==> config.mk <==
export PLATFORM = sky130hd
export DESIGN_NAME = irq_cycle_timer
export DESIGN_NICKNAME = d
export VERILOG_FILES = /design/src/rtl/timer_pkg.sv /design/src/rtl/timer_decode.sv /design/src/rtl/timer_reload.sv /design/src/rtl/timer_counter.sv /design/src/rtl/irq_cycle_timer.sv
export SDC_FILE = /design/constraint.sdc
export NUM_CORES = 1
export LEC_CHECK = 0
export BUFFER_PORTS_ARGS = -buffer_cell sky130_fd_sc_hd__buf_2
export CAP_MARGIN = 20
export CORE_ASPECT_RATIO = 1.5
export CORE_UTILIZATION = 30
export DETAILED_ROUTE_END_ITERATION = 6
export GPL_TIMING_DRIVEN = 0
export PLACE_DENSITY = 0.47
export SLEW_MARGIN = 15
export SYNTH_ARGS = -nofsm -noshare
export SYNTH_HDL_FRONTEND = slang
export SYNTH_SLANG_ARGS = --single-unit
==> constraint.sdc <==
create_clock -name clk -period 2.22 [get_ports clk]
set_input_delay 0.444 -clock clk [delete_from_list [all_inputs] [get_ports clk]]
set_output_delay 0.444 -clock clk [all_outputs]
set_load 0.01 [all_outputs]
==> src/rtl/timer_pkg.sv <==
// Shared types for the cycle-counting interrupt timer.
package timer_pkg;

    // Which way the byte registers reach the counter.
    typedef enum logic {
        MODE_DIRECT  = 1'b0,   // byte writes load the counter
        MODE_LATCHED = 1'b1    // byte writes load a latch, control reloads
    } timer_mode_e;

endpackage

==> src/rtl/timer_decode.sv <==
// Register index decoder.
// Turns one write strobe plus index into one-hot strobes for the control,
// low-byte and high-byte registers. Assumes at most one write per cycle.
// Any other index produces no strobe.
module timer_decode #(
    parameter int IDX_W    = 4,
    parameter int CTRL_IDX = 10,
    parameter int LO_IDX   = 11,
    parameter int HI_IDX   = 12
) (
    input  logic             wr_en,
    input  logic [IDX_W-1:0] wr_idx,
    output logic             ctrl_wr,
    output logic             lo_wr,
    output logic             hi_wr
);

    // Compare the index against each register's slot.
    always_comb begin
        ctrl_wr = wr_en && (wr_idx == IDX_W'(CTRL_IDX));
        lo_wr   = wr_en && (wr_idx == IDX_W'(LO_IDX));
        hi_wr   = wr_en && (wr_idx == IDX_W'(HI_IDX));
    end

endmodule

==> src/rtl/timer_reload.sv <==
// Enable flag and load-path selection.
// Holds the count enable and, in latched mode, the reload latch. Produces a
// load strobe plus the value the counter must take this cycle.
// Assumes ctrl_wr, lo_wr and hi_wr are mutually exclusive.
module timer_reload
    import timer_pkg::*;
#(
    parameter timer_mode_e MODE   = MODE_DIRECT,
    parameter int          BYTE_W = 8,
    localparam int         CNT_W  = 2 * BYTE_W
) (
    input  logic              clk,
    input  logic              rst_n,
    input  logic              ctrl_wr,
    input  logic              lo_wr,
    input  logic              hi_wr,
    input  logic [BYTE_W-1:0] wr_data,
    input  logic [CNT_W-1:0]  cur_count,
    output logic              en_q,
    output logic              load,
    output logic [CNT_W-1:0]  load_val
);

    // Count enable: bit 0 of every control write.
    always_ff @(posedge clk) begin
        if (!rst_n)       en_q <= 1'b0;
        else if (ctrl_wr) en_q <= wr_data[0];
    end

    generate
        if (MODE == MODE_LATCHED) begin : g_latched
            logic [CNT_W-1:0] latch_q;

            // Reload latch: byte writes fill one half, keep the other.
            always_ff @(posedge clk) begin
                if (!rst_n)     latch_q <= '0;
                else if (lo_wr) latch_q <= {latch_q[CNT_W-1:BYTE_W], wr_data};
                else if (hi_wr) latch_q <= {wr_data, latch_q[BYTE_W-1:0]};
            end

            // Control writes copy the latch into the counter.
            always_comb begin
                load     = ctrl_wr;
                load_val = latch_q;
            end

            AST_LATCH_COPY: assert property (@(posedge clk) disable iff (!rst_n)
                ctrl_wr |=> (cur_count == $past(latch_q)))
                else $error("counter not reloaded from latch");

            AST_BYTE_NO_COUNT: assert property (@(posedge clk) disable iff (!rst_n)
                ((lo_wr || hi_wr) && !en_q) |=> $stable(cur_count))
                else $error("byte write reached counter in latched mode");
        end else begin : g_direct
            // Byte writes merge into the live counter value.
            always_comb begin
                load     = lo_wr || hi_wr;
                load_val = lo_wr ? {cur_count[CNT_W-1:BYTE_W], wr_data}
                                 : {wr_data, cur_count[BYTE_W-1:0]};
            end

            AST_LO_KEEPS_HI: assert property (@(posedge clk) disable iff (!rst_n)
                lo_wr |=> (cur_count[CNT_W-1:BYTE_W] == $past(cur_count[CNT_W-1:BYTE_W])))
                else $error("low write disturbed high byte");

            AST_HI_KEEPS_LO: assert property (@(posedge clk) disable iff (!rst_n)
                hi_wr |=> (cur_count[BYTE_W-1:0] == $past(cur_count[BYTE_W-1:0])))
                else $error("high write disturbed low byte");
        end
    endgenerate

endmodule

==> src/rtl/timer_counter.sv <==
// Down-counter and interrupt flag.
// Steps down once per enabled cycle; a load takes priority over the step.
// Reaching zero on a stepping cycle raises irq and wraps to all ones.
// Assumes ctrl_wr is the control register write strobe.
module timer_counter #(
    parameter int CNT_W = 16
) (
    input  logic             clk,
    input  logic             rst_n,
    input  logic             en_q,
    input  logic             load,
    input  logic [CNT_W-1:0] load_val,
    input  logic             ctrl_wr,
    output logic [CNT_W-1:0] count,
    output logic             irq
);

    logic step;

    // A step happens only on enabled cycles without a load.
    always_comb step = en_q && !load;

    // Counter register: load wins, otherwise step down (wraps from zero).
    always_ff @(posedge clk) begin
        if (!rst_n)    count <= '0;
        else if (load) count <= load_val;
        else if (step) count <= count - 1'b1;
    end

    // Interrupt flag: cleared by control writes, set on a step from zero.
    always_ff @(posedge clk) begin
        if (!rst_n)                       irq <= 1'b0;
        else if (ctrl_wr)                 irq <= 1'b0;
        else if (step && (count == '0))   irq <= 1'b1;
    end

    AST_STEP_DOWN: assert property (@(posedge clk) disable iff (!rst_n)
        (en_q && !load && !$isunknown(count)) |=> (count == CNT_W'($past(count) - 1'b1)))
        else $error("counter did not step by one");

    AST_HOLD_OFF: assert property (@(posedge clk) disable iff (!rst_n)
        (!en_q && !load) |=> $stable(count))
        else $error("counter moved while disabled");

    AST_IRQ_KEEP_OFF: assert property (@(posedge clk) disable iff (!rst_n)
        (!en_q && !ctrl_wr) |=> (irq == $past(irq)))
        else $error("irq changed while disabled");

    AST_WRAP: assert property (@(posedge clk) disable iff (!rst_n)
        (en_q && !load && (count == '0)) |=> (&count))
        else $error("counter did not wrap to all ones");

    AST_IRQ_RISE: assert property (@(posedge clk) disable iff (!rst_n)
        $rose(irq) |-> ($past(count) == '0))
        else $error("irq rose away from zero");

    AST_IRQ_STICKY: assert property (@(posedge clk) disable iff (!rst_n)
        (irq && !ctrl_wr) |=> irq)
        else $error("irq dropped without control write");

    AST_IRQ_CLEAR: assert property (@(posedge clk) disable iff (!rst_n)
        ctrl_wr |=> !irq)
        else $error("control write did not clear irq");

    AST_LOAD_WINS: assert property (@(posedge clk) disable iff (!rst_n)
        load |=> (count == $past(load_val)))
        else $error("load lost to a step");

endmodule

==> src/rtl/irq_cycle_timer.sv <==
// Cycle-counting interrupt timer, top level.
// Three register indices program a down-counter stepped on every clock
// (one clock = one CPU cycle). MODE selects direct loading of the counter
// or loading through a reload latch copied on control writes.
// Assumes the index has already been qualified by upper address decode.
module irq_cycle_timer
    import timer_pkg::*;
#(
    parameter timer_mode_e MODE     = MODE_DIRECT,
    parameter int          BYTE_W   = 8,
    parameter int          IDX_W    = 4,
    parameter int          CTRL_IDX = 10,
    parameter int          LO_IDX   = 11,
    parameter int          HI_IDX   = 12,
    localparam int         CNT_W    = 2 * BYTE_W
) (
    input  logic              clk,
    input  logic              rst_n,
    input  logic              wr_en,
    input  logic [IDX_W-1:0]  wr_idx,
    input  logic [BYTE_W-1:0] wr_data,
    output logic              irq,
    output logic [CNT_W-1:0]  count
);

    logic             ctrl_wr, lo_wr, hi_wr;
    logic             en_q, load;
    logic [CNT_W-1:0] load_val;

    timer_decode #(
        .IDX_W    (IDX_W),
        .CTRL_IDX (CTRL_IDX),
        .LO_IDX   (LO_IDX),
        .HI_IDX   (HI_IDX)
    ) u_decode (
        .wr_en   (wr_en),
        .wr_idx  (wr_idx),
        .ctrl_wr (ctrl_wr),
        .lo_wr   (lo_wr),
        .hi_wr   (hi_wr)
    );

    timer_reload #(
        .MODE   (MODE),
        .BYTE_W (BYTE_W)
    ) u_reload (
        .clk       (clk),
        .rst_n     (rst_n),
        .ctrl_wr   (ctrl_wr),
        .lo_wr     (lo_wr),
        .hi_wr     (hi_wr),
        .wr_data   (wr_data),
        .cur_count (count),
        .en_q      (en_q),
        .load      (load),
        .load_val  (load_val)
    );

    timer_counter #(
        .CNT_W (CNT_W)
    ) u_counter (
        .clk      (clk),
        .rst_n    (rst_n),
        .en_q     (en_q),
        .load     (load),
        .load_val (load_val),
        .ctrl_wr  (ctrl_wr),
        .count    (count),
        .irq      (irq)
    );

    AST_ONE_STROBE: assert property (@(posedge clk) disable iff (!rst_n)
        $countones({ctrl_wr, lo_wr, hi_wr}) <= 1)
        else $error("more than one register strobe");

    AST_OTHER_IDX: assert property (@(posedge clk) disable iff (!rst_n)
        (wr_en && !ctrl_wr && !lo_wr && !hi_wr) |=> (en_q == $past(en_q)))
        else $error("unused index changed the enable");

endmodule

==> results of run 1 <==
## worst min-delay path: stages
cell and delay, ns:
buf_2 0.11, nand2_1 0.06, a21oi_1 0.05
## cells in the final DEF (no fill, tap or decap), types with 2 or more instances in the layout
cell type	netlist	routed
a21boi_0	3	3
clkbuf_8	0	3
o21ai_1	3	3
inv_1	5	5
clkbuf_1	2	2
o21ai_0	10	10
xor2_1	2	2
a21oi_1	12	12
a31oi_1	5	5
buf_2	3	33
a211oi_1	2	2
nand3b_1	4	4
a22oi_1	4	4
dfxtp_1	18	18
or3_1	5	4
a2bb2oi_1	2	2
o2bb2ai_1	2	2
o22ai_1	4	4
o21a_1	2	2
nor2_1	10	10
nand3_1	2	2
or4_1	2	2
nor4_1	4	3
nand2_1	17	17
nor3_1	8	7
## worst min path at each step
stage / from / endpoint / slack (ns)
after floorplan: u_counter.count[3]$_SDFFE_PN0P_ / u_counter.count[3]$_SDFFE_PN0P_ / 0.49
after global placement: u_counter.count[14]$_SDFFE_PN0P_ / u_counter.count[14]$_SDFFE_PN0P_ / 0.47
after detailed placement: u_counter.count[14]$_SDFFE_PN0P_ / u_counter.count[14]$_SDFFE_PN0P_ / 0.47
after CTS: wr_data[1] / u_counter.count[1]$_SDFFE_PN0P_ / 0.45
after global routing: wr_data[1] / u_counter.count[1]$_SDFFE_PN0P_ / 0.46
final: wr_data[1] / u_counter.count[1]$_SDFFE_PN0P_ / 0.46
## registers in the layout, summed over array words and instances, names as in the netlist
| register | cells |
|---|---|
| u_reload.en_q | 1 |
| u_counter.irq | 1 |
| u_counter.count | 16 |
## repair_timing
| action | CTS | global route |
|---|---|---|
| endpoints found under the setup margin | 1 | 2 |
| buffers inserted | 0 | 0 |
| gates resized for setup | 1 | 5 |
| pin swaps | 0 | 0 |
## power breakdown
group          switching [mW]  total (mW)  internal (mW)
Clock                   0.108       0.229          0.121
Combinational           0.111       0.200         0.0888
Sequential             0.0119       0.344          0.332
## layout make-up
| class | count | area [um^2] | share of cell area |
|---|---|---|---|
| well taps | 42 | 52.6 | 0.0378 |
| plain buffers | 5 | 25.0 | 0.0180 |
| multi-input cells | 120 | 736 | 0.530 |
| repair buffers | 31 | 155 | 0.112 |
| inverters | 5 | 18.8 | 0.0135 |
| flip-flops and latches | 18 | 360 | 0.259 |
| clock buffers | 3 | 41.3 | 0.0297 |
## cell families after synthesis
| kind of cell | after synthesis |
|---|---|
| simple gates | 63 |
| compound gates | 53 |
| flops | 18 |
| buf+inv | 10 |
| xor+xnor | 2 |
| mux | 1 |
| fa+ha+maj | 1 |
## stage by stage
step	hold WS, ns	setup slack (ns)	cells	power (mW)	instance area (um^2)
6_report	0.462	0.134	224	0.772	1390
3_5_place_dp	0.469	-0.110	221	0.540	1330
2_1_floorplan	0.488	0.239	148	0.478	1120
4_1_cts	0.448	0.0402	224	0.777	1370
5_1_grt	0.458	0.00784	224	0.817	1390
3_3_place_gp	0.466	-0.128	221	0.539	1330
## per-layer routing
metal  routed length [um]  vias up  GRT usage
met3                  145        8     0.0258
met2                 1780       41      0.327
met4                   78        0     0.0892
li1                     -      631          -
met1                 1560      586      0.234
met5                    0        -          0
==> summary.md, run 1 <==
| Metric | Value |
|---|---|
| CTS tree | yes |
| Setup TNS after final layout | 0 ns |
| Final nets | 200 |
| Slew headroom | 0.547 |
| Initial Util | 0.321 |
| Status | finished, final reports clean |
| HP Class | input port to flop |
| Full die area | 3980 um^2 |
| Leak | 0.605 nW |
| Routability cong. | 0.811 |
| Clk slew on worst S/H paths | around 0.070 ns |
| R2R setup slack | 0.13 ns |
| HPWL after detailed placement | 2740 um |
| Core Util, Final | 0.399 |
| Post-synthesis adder-cell area fraction | 0.0112 |
| Vias/cell | 5.65 |
| Core area | roughly 3500 um^2 |
| Post-Syn Area per Cell | 7.56 um^2 |
| Largest buffer count on any clock path | 2 |
| Via count of the first global-routing pass | 1230 |
| Mux contribution to synthesized area | 0.00895 |
| CP Capture Type | flop |
| Total number of clock tree sinks | 18 |
| Critical path, cell by cell | or4_1, buf_4, or3_1, buf_2, o31a_1, o21ai_1, a31oi_1 |
| DRT Pass-1 Iters | 4 |
| CTS HTree Levels | 1 |
| Layout cells sized above 1 | 0.253 |
| Fillers | 375 |
| Yosys warning total | 0 |
| Final setup viols | 0 |
| Synth top cells by count | 18 x dfxtp_1, 17 x nand2_1, 12 x a21oi_1 |
| Top FF cell, synth | dfxtp_1 |
| Complex-gate fraction of the synthesized area | 0.298 |
| Async set-or-reset flop fraction in the synthesized netlist | 0 |
| # DRC | 0 |
| Net Count, Synth | 164 |
| CP Depth | 7 |
| Clock Latency Late Sink | 0.25 ns |
| Top Family by Delay on Critical Path | simple AND/OR/NAND/NOR gates |
| Yosys reg bits | 18 |
| Post-Syn Area | 1120 um^2 |
| Initial DRC count | 34 |
| Post-route clock skew | 0.00362 ns |
| Root buffer cell | clkbuf_8 |
| Max Cap Violations | 0 |
| Num ports | 32 |
| RSZ-0062 raised after global routing | no |
| Mapped Cells | 148 |
| Hold buffers post-CTS | 0 |
| Largest cells by area after synthesis | dfxtp_1 32%, nand2_1 5.7%, a21oi_1 5.4% |
| Overflow after GRT | 0 |
| EDFF count, synth | 0 |
| Initial antenna violation count | 0 |
| Max stage delay cell, worst path | or4_1 |
| Post-synth top area cell | dfxtp_1 |
| Die X-Extent | 51.9 um |
| Final count of pins violating max slew | 0 |
| Share of the synthesized area in the top cell type | 0.322 |
| Post-DRT Antenna Nets | 0 |
| Unique masters post-synth | 40 |
| Largest fanout on the critical path | 6 |
| First-pass GRT wire length | between 5000 and 6000 um |
| Diodes inserted | 0 |
| Worst Hold Path Cells | 3 |
| Sequential area share after synthesis | 0.322 |
| Synth Area in Simple Gates | 0.308 |
| Worst r2r src | u_counter.count[1]$_SDFFE_PN0P_ |
| Beginning of the critical path | u_counter.count[1]$_SDFFE_PN0P_ |
| CTS Buf Count | 3 |
| CP startpoint kind | flop |
| DR WL/cell | 15.9 um |
| Data required, critical path | 2.35 ns |
| Max IR drop VDD | 0.260 mV |
| CP arrival | roughly 2.2 ns |
| Power per Cell Area | roughly 560 nW/um^2 |
| Number of port buffers | 31 |
| Worst Setup EP | u_counter.count[11]$_SDFFE_PN0P_ |
| Fin. Hold Viols | 0 |
| Gr usage total | 0.194 |
| Die height | between 70 and 80 um |
| Slew @ Worst Pin | 0.679 ns |
| Synthesis-to-finish area growth | 24.2% |
| Buffers plus inverters on the worst setup path | 2 |
| Slowest stage delay, CP | 0.51 ns |
| Main combinational cell family by area after synthesis | simple AND/OR/NAND/NOR gates |
| Count leader, synth | dfxtp_1 |
| FP Rows | 26 |
| Worst setup path class | flop to flop |
| Fmax achieved | 479 MHz |
| Total number of vias | 1266 |
| Tcrit/Tclk final | 0.940 |
| Post-Synth XOR/XNOR Area | 0.0157 |
| FF-to-FF End | u_counter.count[11]$_SDFFE_PN0P_ |
| Routed wire length | 3570 um |
| Largest net degree at the start of global routing | 11 |
| Tmin final | 2.09 ns |
| Cells on worst reg2reg path | 7 |
Power figures use the tool's default switching activity.
==> inputs of run 2 (changes only) <==
Settings changed: PLACE_DENSITY 0.47 to 0.49.
Clock period 2.22 ns to 1.7 ns, I/O delays scaled along.
==> summary.md, run 2 (synthesized netlist as in run 1, its figures left out) <==
| Metric | Value |
|---|---|
| Status | complete, but fails checks (was finished, final reports clean) |
| Failing checks | setup timing |
| Largest buffer count on any clock path | 2 (unchanged) |
| HPWL after detailed placement | 2780 um (was 2740 um) |
| Setup WS post-layout | -0.258 ns (was 0.134 ns) |
| Leak | 0.689 nW (was 0.605 nW) |
| # DRC | 0 (unchanged) |
| Clk pwr share | 0.269 (was 0.296) |
| DR WL/cell | 16.7 um (was 15.9 um) |
| Post-DRT Antenna Nets | 0 (unchanged) |
| Worst Setup EP | u_counter.count[11]$_SDFFE_PN0P_ (unchanged) |
| CTS tree | yes (unchanged) |
| CTS Buf Count | 3 (unchanged) |
| Diodes inserted | 0 (unchanged) |
| Tmin final | 1.96 ns (was 2.09 ns) |
| FP Rows | 26 (unchanged) |
| Power per Cell Area | 697 nW/um^2 (was 556 nW/um^2) |
| Sw Ratio | 0.313 (was 0.299) |
| Overflow after GRT | 0 (unchanged) |
| Initial Util | 0.321 (unchanged) |
| FF-to-FF End | u_counter.count[11]$_SDFFE_PN0P_ (unchanged) |
| Worst r2r src | u_counter.count[5]$_SDFFE_PN0P_ (was u_counter.count[1]$_SDFFE_PN0P_) |
| Final nets | 207 (was 200) |
| Final count of pins violating max slew | 0 (unchanged) |
| Largest net degree at the start of global routing | 11 (unchanged) |
| Largest register by flop count | u_counter.count (unchanged) |
| Max reg flops | 16 (unchanged) |
| Gr usage total | 0.206 (was 0.194) |
| Num ports | 32 (unchanged) |
| Sequential power share | 0.399 (was 0.445) |
| Fillers | 348 (was 375) |
| Commonest non-fill, non-tap cell in the layout | buf_2 (unchanged) |
| Number of port buffers | 31 (unchanged) |
| Cell-internal power | 780 uW (was 541 uW) |
| First-pass GRT wire length | 6300 um (was 5950 um) |
| Non-filler cells, final | 231 (was 224) |
| CP arrival | 2.09 ns (was 2.22 ns) |
| Largest fanout on the critical path | 6 (unchanged) |
| Final setup viols | 11 (was 0) |
| Slew headroom | 0.650 (was 0.547) |
| Root buffer cell | clkbuf_8 (unchanged) |
| DP Area | 1360 um^2 (was 1330 um^2) |
| Cells on worst reg2reg path | 5 (was 7) |
| Synthesis-to-finish area growth | 45.5% (was 24.2%) |
| Initial antenna violation count | 0 (unchanged) |
| Fmax achieved | 511 MHz (was 479 MHz) |
| Post-route cell area | 1630 um^2 (was 1390 um^2) |
| Clk slew on worst S/H paths | 0.07 ns (about the same) |
| Total number of vias | 1324 (was 1266) |
| Layout cells sized above 1 | 0.434 (was 0.253) |
| Multi-input gate area | 903 um^2 (was 736 um^2) |
| HP Class | input port to flop (unchanged) |
| Total number of clock tree sinks | 18 (unchanged) |
| RSZ-0062 raised after global routing | yes (was no) |
| Placed cell count | 221 (unchanged) |
| Max Cap Violations | 0 (unchanged) |
| DRT Pass-1 Iters | 4 (unchanged) |
| FF+latch area | 369 um^2 (was 360 um^2) |
| Initial DRC count | 34 (unchanged) |
| Largest regs | u_counter.count: 16 flops, u_counter.irq: 1 flops, u_reload.en_q: 1 flops (unchanged) |
| Tcrit/Tclk final | 1.15 (was 0.940) |
| Setup TNS after final layout | -1.61 ns (was 0 ns) |
| Core area | 3480 um^2 (unchanged) |
| Slew @ Worst Pin | 0.524 ns (was 0.679 ns) |
| Core Util, Final | 0.468 (was 0.399) |
| Data required, critical path | 1.83 ns (was 2.35 ns) |
| Routed wire length | 3860 um (was 3570 um) |
| Worst setup path class | flop to flop (unchanged) |
| Hold buffers post-CTS | 0 (unchanged) |
| CP startpoint kind | flop (unchanged) |
| Post-route clock skew | 0.00140 ns (was 0.00362 ns) |
| Routability cong. | 0.833 (was 0.811) |
| Fin. Hold Viols | 0 (unchanged) |
| Clock Latency Late Sink | 0.25 ns (about the same) |
| Via count of the first global-routing pass | 1271 (was 1230) |
| Die X-Extent | 51.9 um (unchanged) |
| Combinational fraction of design power | 0.332 (was 0.259) |
| Die height | 76.8 um (unchanged) |
| Max IR drop VDD | 0.426 mV (was 0.260 mV) |
| CP Capture Type | flop (unchanged) |
| Post-placement setup slack | -0.567 ns (was -0.110 ns) |
| R2R setup slack | -0.26 ns (was 0.13 ns) |
| WHS | 0.337 ns (was 0.462 ns) |
| Psw | 356 uW (was 231 uW) |
| Full die area | 3980 um^2 (unchanged) |
| Vias/cell | 5.73 (was 5.65) |
| CTS HTree Levels | 1 (unchanged) |
| Most frequent cells in the layout | 32 x buf_2, 17 x nand2_1, 13 x dfxtp_1 (was 33 x buf_2, 18 x dfxtp_1, 17 x nand2_1) |
| Tot Pwr | 1.14 mW (was 772 uW) |
| Beginning of the critical path | u_counter.count[5]$_SDFFE_PN0P_ (was u_counter.count[1]$_SDFFE_PN0P_) |
[run 2: critical path, stage by stage (launching register included)]
cell,delay (ns)
dfxtp_4,0.36
or4_4,0.56
or3_4,0.39
o31a_1,0.29
o21ai_1,0.13
a31oi_1,0.10
[run 2: layer usage]
metal / global-route usage / routed length, um / vias to the layer above
li1: - / - / 640
met1: 0.258 / 1680 / 648
met2: 0.345 / 1990 / 30
met3: 0.0238 / 117 / 6
met4: 0.0838 / 62 / 0
met5: 0 / 0 / -
[run 2: power groups by stage]
stage / logic (mW) / clock network (mW) / registers (mW)
2_1_floorplan: 0.183 / 0 / 0.462
3_3_place_gp: 0.266 / 0 / 0.459
3_5_place_dp: 0.266 / 0 / 0.459
4_1_cts: 0.336 / 0.315 / 0.452
5_1_grt: 0.408 / 0.329 / 0.456
6_report: 0.377 / 0.305 / 0.453
[run 2: final cells by class]
| type | count | share of cell area |
|---|---|---|
| inverter | 5 | 0.0115 |
| timing repair buffer | 40 | 0.139 |
| multi-input combinational | 120 | 0.555 |
| buffer | 3 | 0.00999 |
| sequential | 18 | 0.227 |
| tap | 42 | 0.0323 |
| clock buffer | 3 | 0.0254 |
[run 2: how the worst min path moves through the flow]
| stage | start | end | slack (ns) | cells past startpoint |
|---|---|---|---|---|
| CTS | wr_data[1] | u_counter.count[1]$_SDFFE_PN0P_ | 0.33 | 3 |
| global placement | u_counter.count[12]$_SDFFE_PN0P_ | u_counter.count[12]$_SDFFE_PN0P_ | 0.47 | 2 |
| global route | wr_data[1] | u_counter.count[1]$_SDFFE_PN0P_ | 0.35 | 3 |
| floorplan | wr_data[0] | u_counter.count[0]$_SDFFE_PN0P_ | 0.47 | 2 |
| finish | wr_data[1] | u_counter.count[1]$_SDFFE_PN0P_ | 0.34 | 3 |
| detailed placement | u_counter.count[12]$_SDFFE_PN0P_ | u_counter.count[12]$_SDFFE_PN0P_ | 0.48 | 2 |
[run 2: what timing repair did]
| action | in CTS | in global routing |
|---|---|---|
| endpoints found under the setup margin | 13 | 14 |
| buffers inserted | 3 | 6 |
| gates resized for setup | 27 | 16 |
| pin swaps | 14 | 14 |
==> inputs of run 3 (changes only) <==
--- a/config.mk
+++ b/config.mk
@@ -7,7 +7,7 @@
 export LEC_CHECK = 0
 export BUFFER_PORTS_ARGS = -buffer_cell sky130_fd_sc_hd__buf_2
-export CAP_MARGIN = 20
 export CORE_ASPECT_RATIO = 1.5
 export CORE_UTILIZATION = 30
+export CTS_CLUSTER_SIZE = 16
 export DETAILED_ROUTE_END_ITERATION = 6
 export GPL_TIMING_DRIVEN = 0
==> constraint.sdc (replaced) <==
create_clock -name clk -period 1.7 [get_ports clk]
set_input_delay 0.425 -clock clk [delete_from_list [all_inputs] [get_ports clk]]
set_output_delay 0.425 -clock clk [all_outputs]
set_load 0.01 [all_outputs]
==> summary.md, run 3 (synthesized netlist as in run 1, its figures left out) <==
| Metric | Value |
|---|---|
| RSZ-0062 raised after global routing | yes (unchanged) |
| Layout cells sized above 1 | 0.475 (was 0.434) |
| Full die area | 3980 um^2 (unchanged) |
| Slew headroom | 0.687 (was 0.650) |
| Top routing layer used | met4 (unchanged) |
| Number of port buffers | 31 (unchanged) |
| Via count of the first global-routing pass | 1296 (was 1271) |
| CP startpoint kind | flop (unchanged) |
| Largest register by flop count | u_counter.count (unchanged) |
| Max IR drop VDD | 0.451 mV (was 0.426 mV) |
| HP Class | input port to flop (unchanged) |
| FP Rows | 26 (unchanged) |
| Largest fanout on the critical path | 4 (was 6) |
| Die X-Extent | 51.9 um (unchanged) |
| DRT met1 WL | 1590 um (was 1680 um) |
| Commonest non-fill, non-tap cell in the layout | buf_2 (unchanged) |
| HPWL after detailed placement | 2840 um (was 2780 um) |
| Root buffer cell | clkbuf_8 (unchanged) |
| Overflow after GRT | 0 (unchanged) |
| Clk slew on worst S/H paths | 0.08 ns (was 0.07 ns) |
| WHS | 0.429 ns (was 0.337 ns) |
| Largest regs | u_counter.count: 16 flops, u_counter.irq: 1 flops, u_reload.en_q: 1 flops (unchanged) |
| Diodes inserted | 0 (unchanged) |
| Routability cong. | 0.822 (was 0.833) |
| CTS tree | yes (unchanged) |
| Largest net degree at the start of global routing | 11 (unchanged) |
| Initial DRC count | 31 (was 34) |
| Die height | 76.8 um (unchanged) |
| Routed wire length | 3950 um (was 3860 um) |
| Gr usage total | 0.209 (was 0.206) |
| Leak | 0.735 nW (was 0.689 nW) |
| Max Cap Violations | 0 (unchanged) |
| Fmax achieved | 496 MHz (was 511 MHz) |
| Beginning of the critical path | u_counter.count[0]$_SDFFE_PN0P_ (was u_counter.count[5]$_SDFFE_PN0P_) |
| Data required, critical path | 1.85 ns (was 1.83 ns) |
| Core Util, Final | 0.497 (was 0.468) |
| Largest buffer count on any clock path | 2 (unchanged) |
| Hold buffers post-CTS | 0 (unchanged) |
| Synthesis-to-finish area growth | 54.7% (was 45.5%) |
| R2R setup slack | -0.32 ns (was -0.26 ns) |
| Tot Pwr | 1.22 mW (was 1.14 mW) |
| Power per Cell Area | 704 nW/um^2 (was 697 nW/um^2) |
| Failing checks | setup timing (unchanged) |
| # DRC | 0 (unchanged) |
| Worst setup path class | flop to flop (unchanged) |
| First-pass GRT wire length | 6380 um (was 6300 um) |
| Final setup viols | 10 (was 11) |
| Num ports | 32 (unchanged) |
| Core area | 3480 um^2 (unchanged) |
| Fillers | 364 (was 348) |
| Met3 routed WL | 151 um (was 117 um) |
| Post-DRT Antenna Nets | 0 (unchanged) |
| Metal2 WL | 2090 um (was 1990 um) |
| Max reg flops | 16 (unchanged) |
| Tcrit/Tclk final | 1.19 (was 1.15) |
| FF-to-FF End | u_counter.count[8]$_SDFFE_PN0P_ (was u_counter.count[11]$_SDFFE_PN0P_) |
| Initial Util | 0.321 (unchanged) |
| Slew @ Worst Pin | 0.468 ns (was 0.524 ns) |
| Fin. Hold Viols | 0 (unchanged) |
| CTS HTree Levels | 1 (unchanged) |
| CP Capture Type | flop (unchanged) |
| Status | complete, but fails checks (unchanged) |
| Post-placement setup slack | -0.647 ns (was -0.567 ns) |
| Cells on worst reg2reg path | 9 (was 5) |
| Final count of pins violating max slew | 0 (unchanged) |
| Tmin final | 2.02 ns (was 1.96 ns) |
| Total number of clock tree sinks | 18 (unchanged) |
| Most frequent cells in the layout | 32 x buf_2, 16 x nand2_1, 15 x buf_4 (was 32 x buf_2, 17 x nand2_1, 13 x dfxtp_1) |
| Clock Latency Late Sink | 0.26 ns (was 0.25 ns) |
| Setup TNS after final layout | -2.07 ns (was -1.61 ns) |
| Final nets | 215 (was 207) |
| Initial antenna violation count | 0 (unchanged) |
| Worst Setup EP | u_counter.count[8]$_SDFFE_PN0P_ (was u_counter.count[11]$_SDFFE_PN0P_) |
| FF+latch area | 367 um^2 (was 369 um^2) |
| Vias/cell | 5.76 (was 5.73) |
| DR WL/cell | 16.5 um (was 16.7 um) |
| Post-route clock skew | 0.00342 ns (was 0.00140 ns) |
| CTS Buf Count | 3 (unchanged) |
| Multi-input gate area | 921 um^2 (was 903 um^2) |
| Total number of vias | 1383 (was 1324) |
| DRT Pass-1 Iters | 5 (was 4) |
| Worst r2r src | u_counter.count[0]$_SDFFE_PN0P_ (was u_counter.count[5]$_SDFFE_PN0P_) |
| Setup WS post-layout | -0.316 ns (was -0.258 ns) |
| CP arrival | 2.16 ns (was 2.09 ns) |
## run 3: cell types whose count changed in the layout (fill, tap and decap cells not counted), sizes merged
cell    previous run  this run
clkbuf             4         5
buf               42        50
## run 3: worst min-delay path by stage
stage / start / to / slack [ns] / cells after the start
CTS: wr_data[1] / u_counter.count[1]$_SDFFE_PN0P_ / 0.42 / 3
finish: wr_data[1] / u_counter.count[1]$_SDFFE_PN0P_ / 0.43 / 3
global route: wr_data[1] / u_counter.count[1]$_SDFFE_PN0P_ / 0.44 / 3
floorplan: u_counter.count[3]$_SDFFE_PN0P_ / u_counter.count[3]$_SDFFE_PN0P_ / 0.49 / 2
global placement: u_counter.count[12]$_SDFFE_PN0P_ / u_counter.count[12]$_SDFFE_PN0P_ / 0.47 / 2
detailed placement: u_counter.count[12]$_SDFFE_PN0P_ / u_counter.count[12]$_SDFFE_PN0P_ / 0.48 / 2
## run 3: final cells by class
class	count	area share
well taps	42	0.0304
repair buffers	48	0.168
plain buffers	3	0.0137
flip-flops and latches	18	0.212
clock buffers	4	0.0318
multi-input cells	120	0.532
inverters	5	0.0123
## run 3: critical path, stage by stage, from the launching register on
cell and delay (ns):
dfxtp_2 0.34, buf_6 0.11, inv_4 0.05, ha_4 0.12, or3b_4 0.40, buf_4 0.15, or3_4 0.35, o31ai_4 0.18
a21boi_1 0.09, o2bb2ai_1 0.12
## run 3: through the flow
step	instances	area [um^2]
after detailed placement	221	1380
final	240	1730
after floorplan	148	1170
after global routing	240	1730
after global placement	221	1380
after CTS	232	1630
## run 3: timing repair
item / 4_1_cts / 5_1_grt
buffers inserted: 7 / 10
resized for setup: 33 / 12
pin swaps: 17 / 11
endpoints found under the setup margin: 13 / 17
endpoints found under the hold margin: 0 / 0
## run 3: per-layer routing
layer | vias to the layer above | global-route usage
met5 | - | 0
met4 | 0 | 0.0703
met3 | 10 | 0.0198
met2 | 45 | 0.372
met1 | 668 | 0.249
li1 | 660 | -
## run 3: report_power, final
part | leakage [nW] | total (mW) | switching [mW] | internal [mW]
registers | 0.148 | 0.454 | 0.0195 | 0.434
clock network | 0.0288 | 0.363 | 0.157 | 0.206
logic | 0.558 | 0.402 | 0.194 | 0.208
total | 0.735 | 1.22 | 0.371 | 0.848
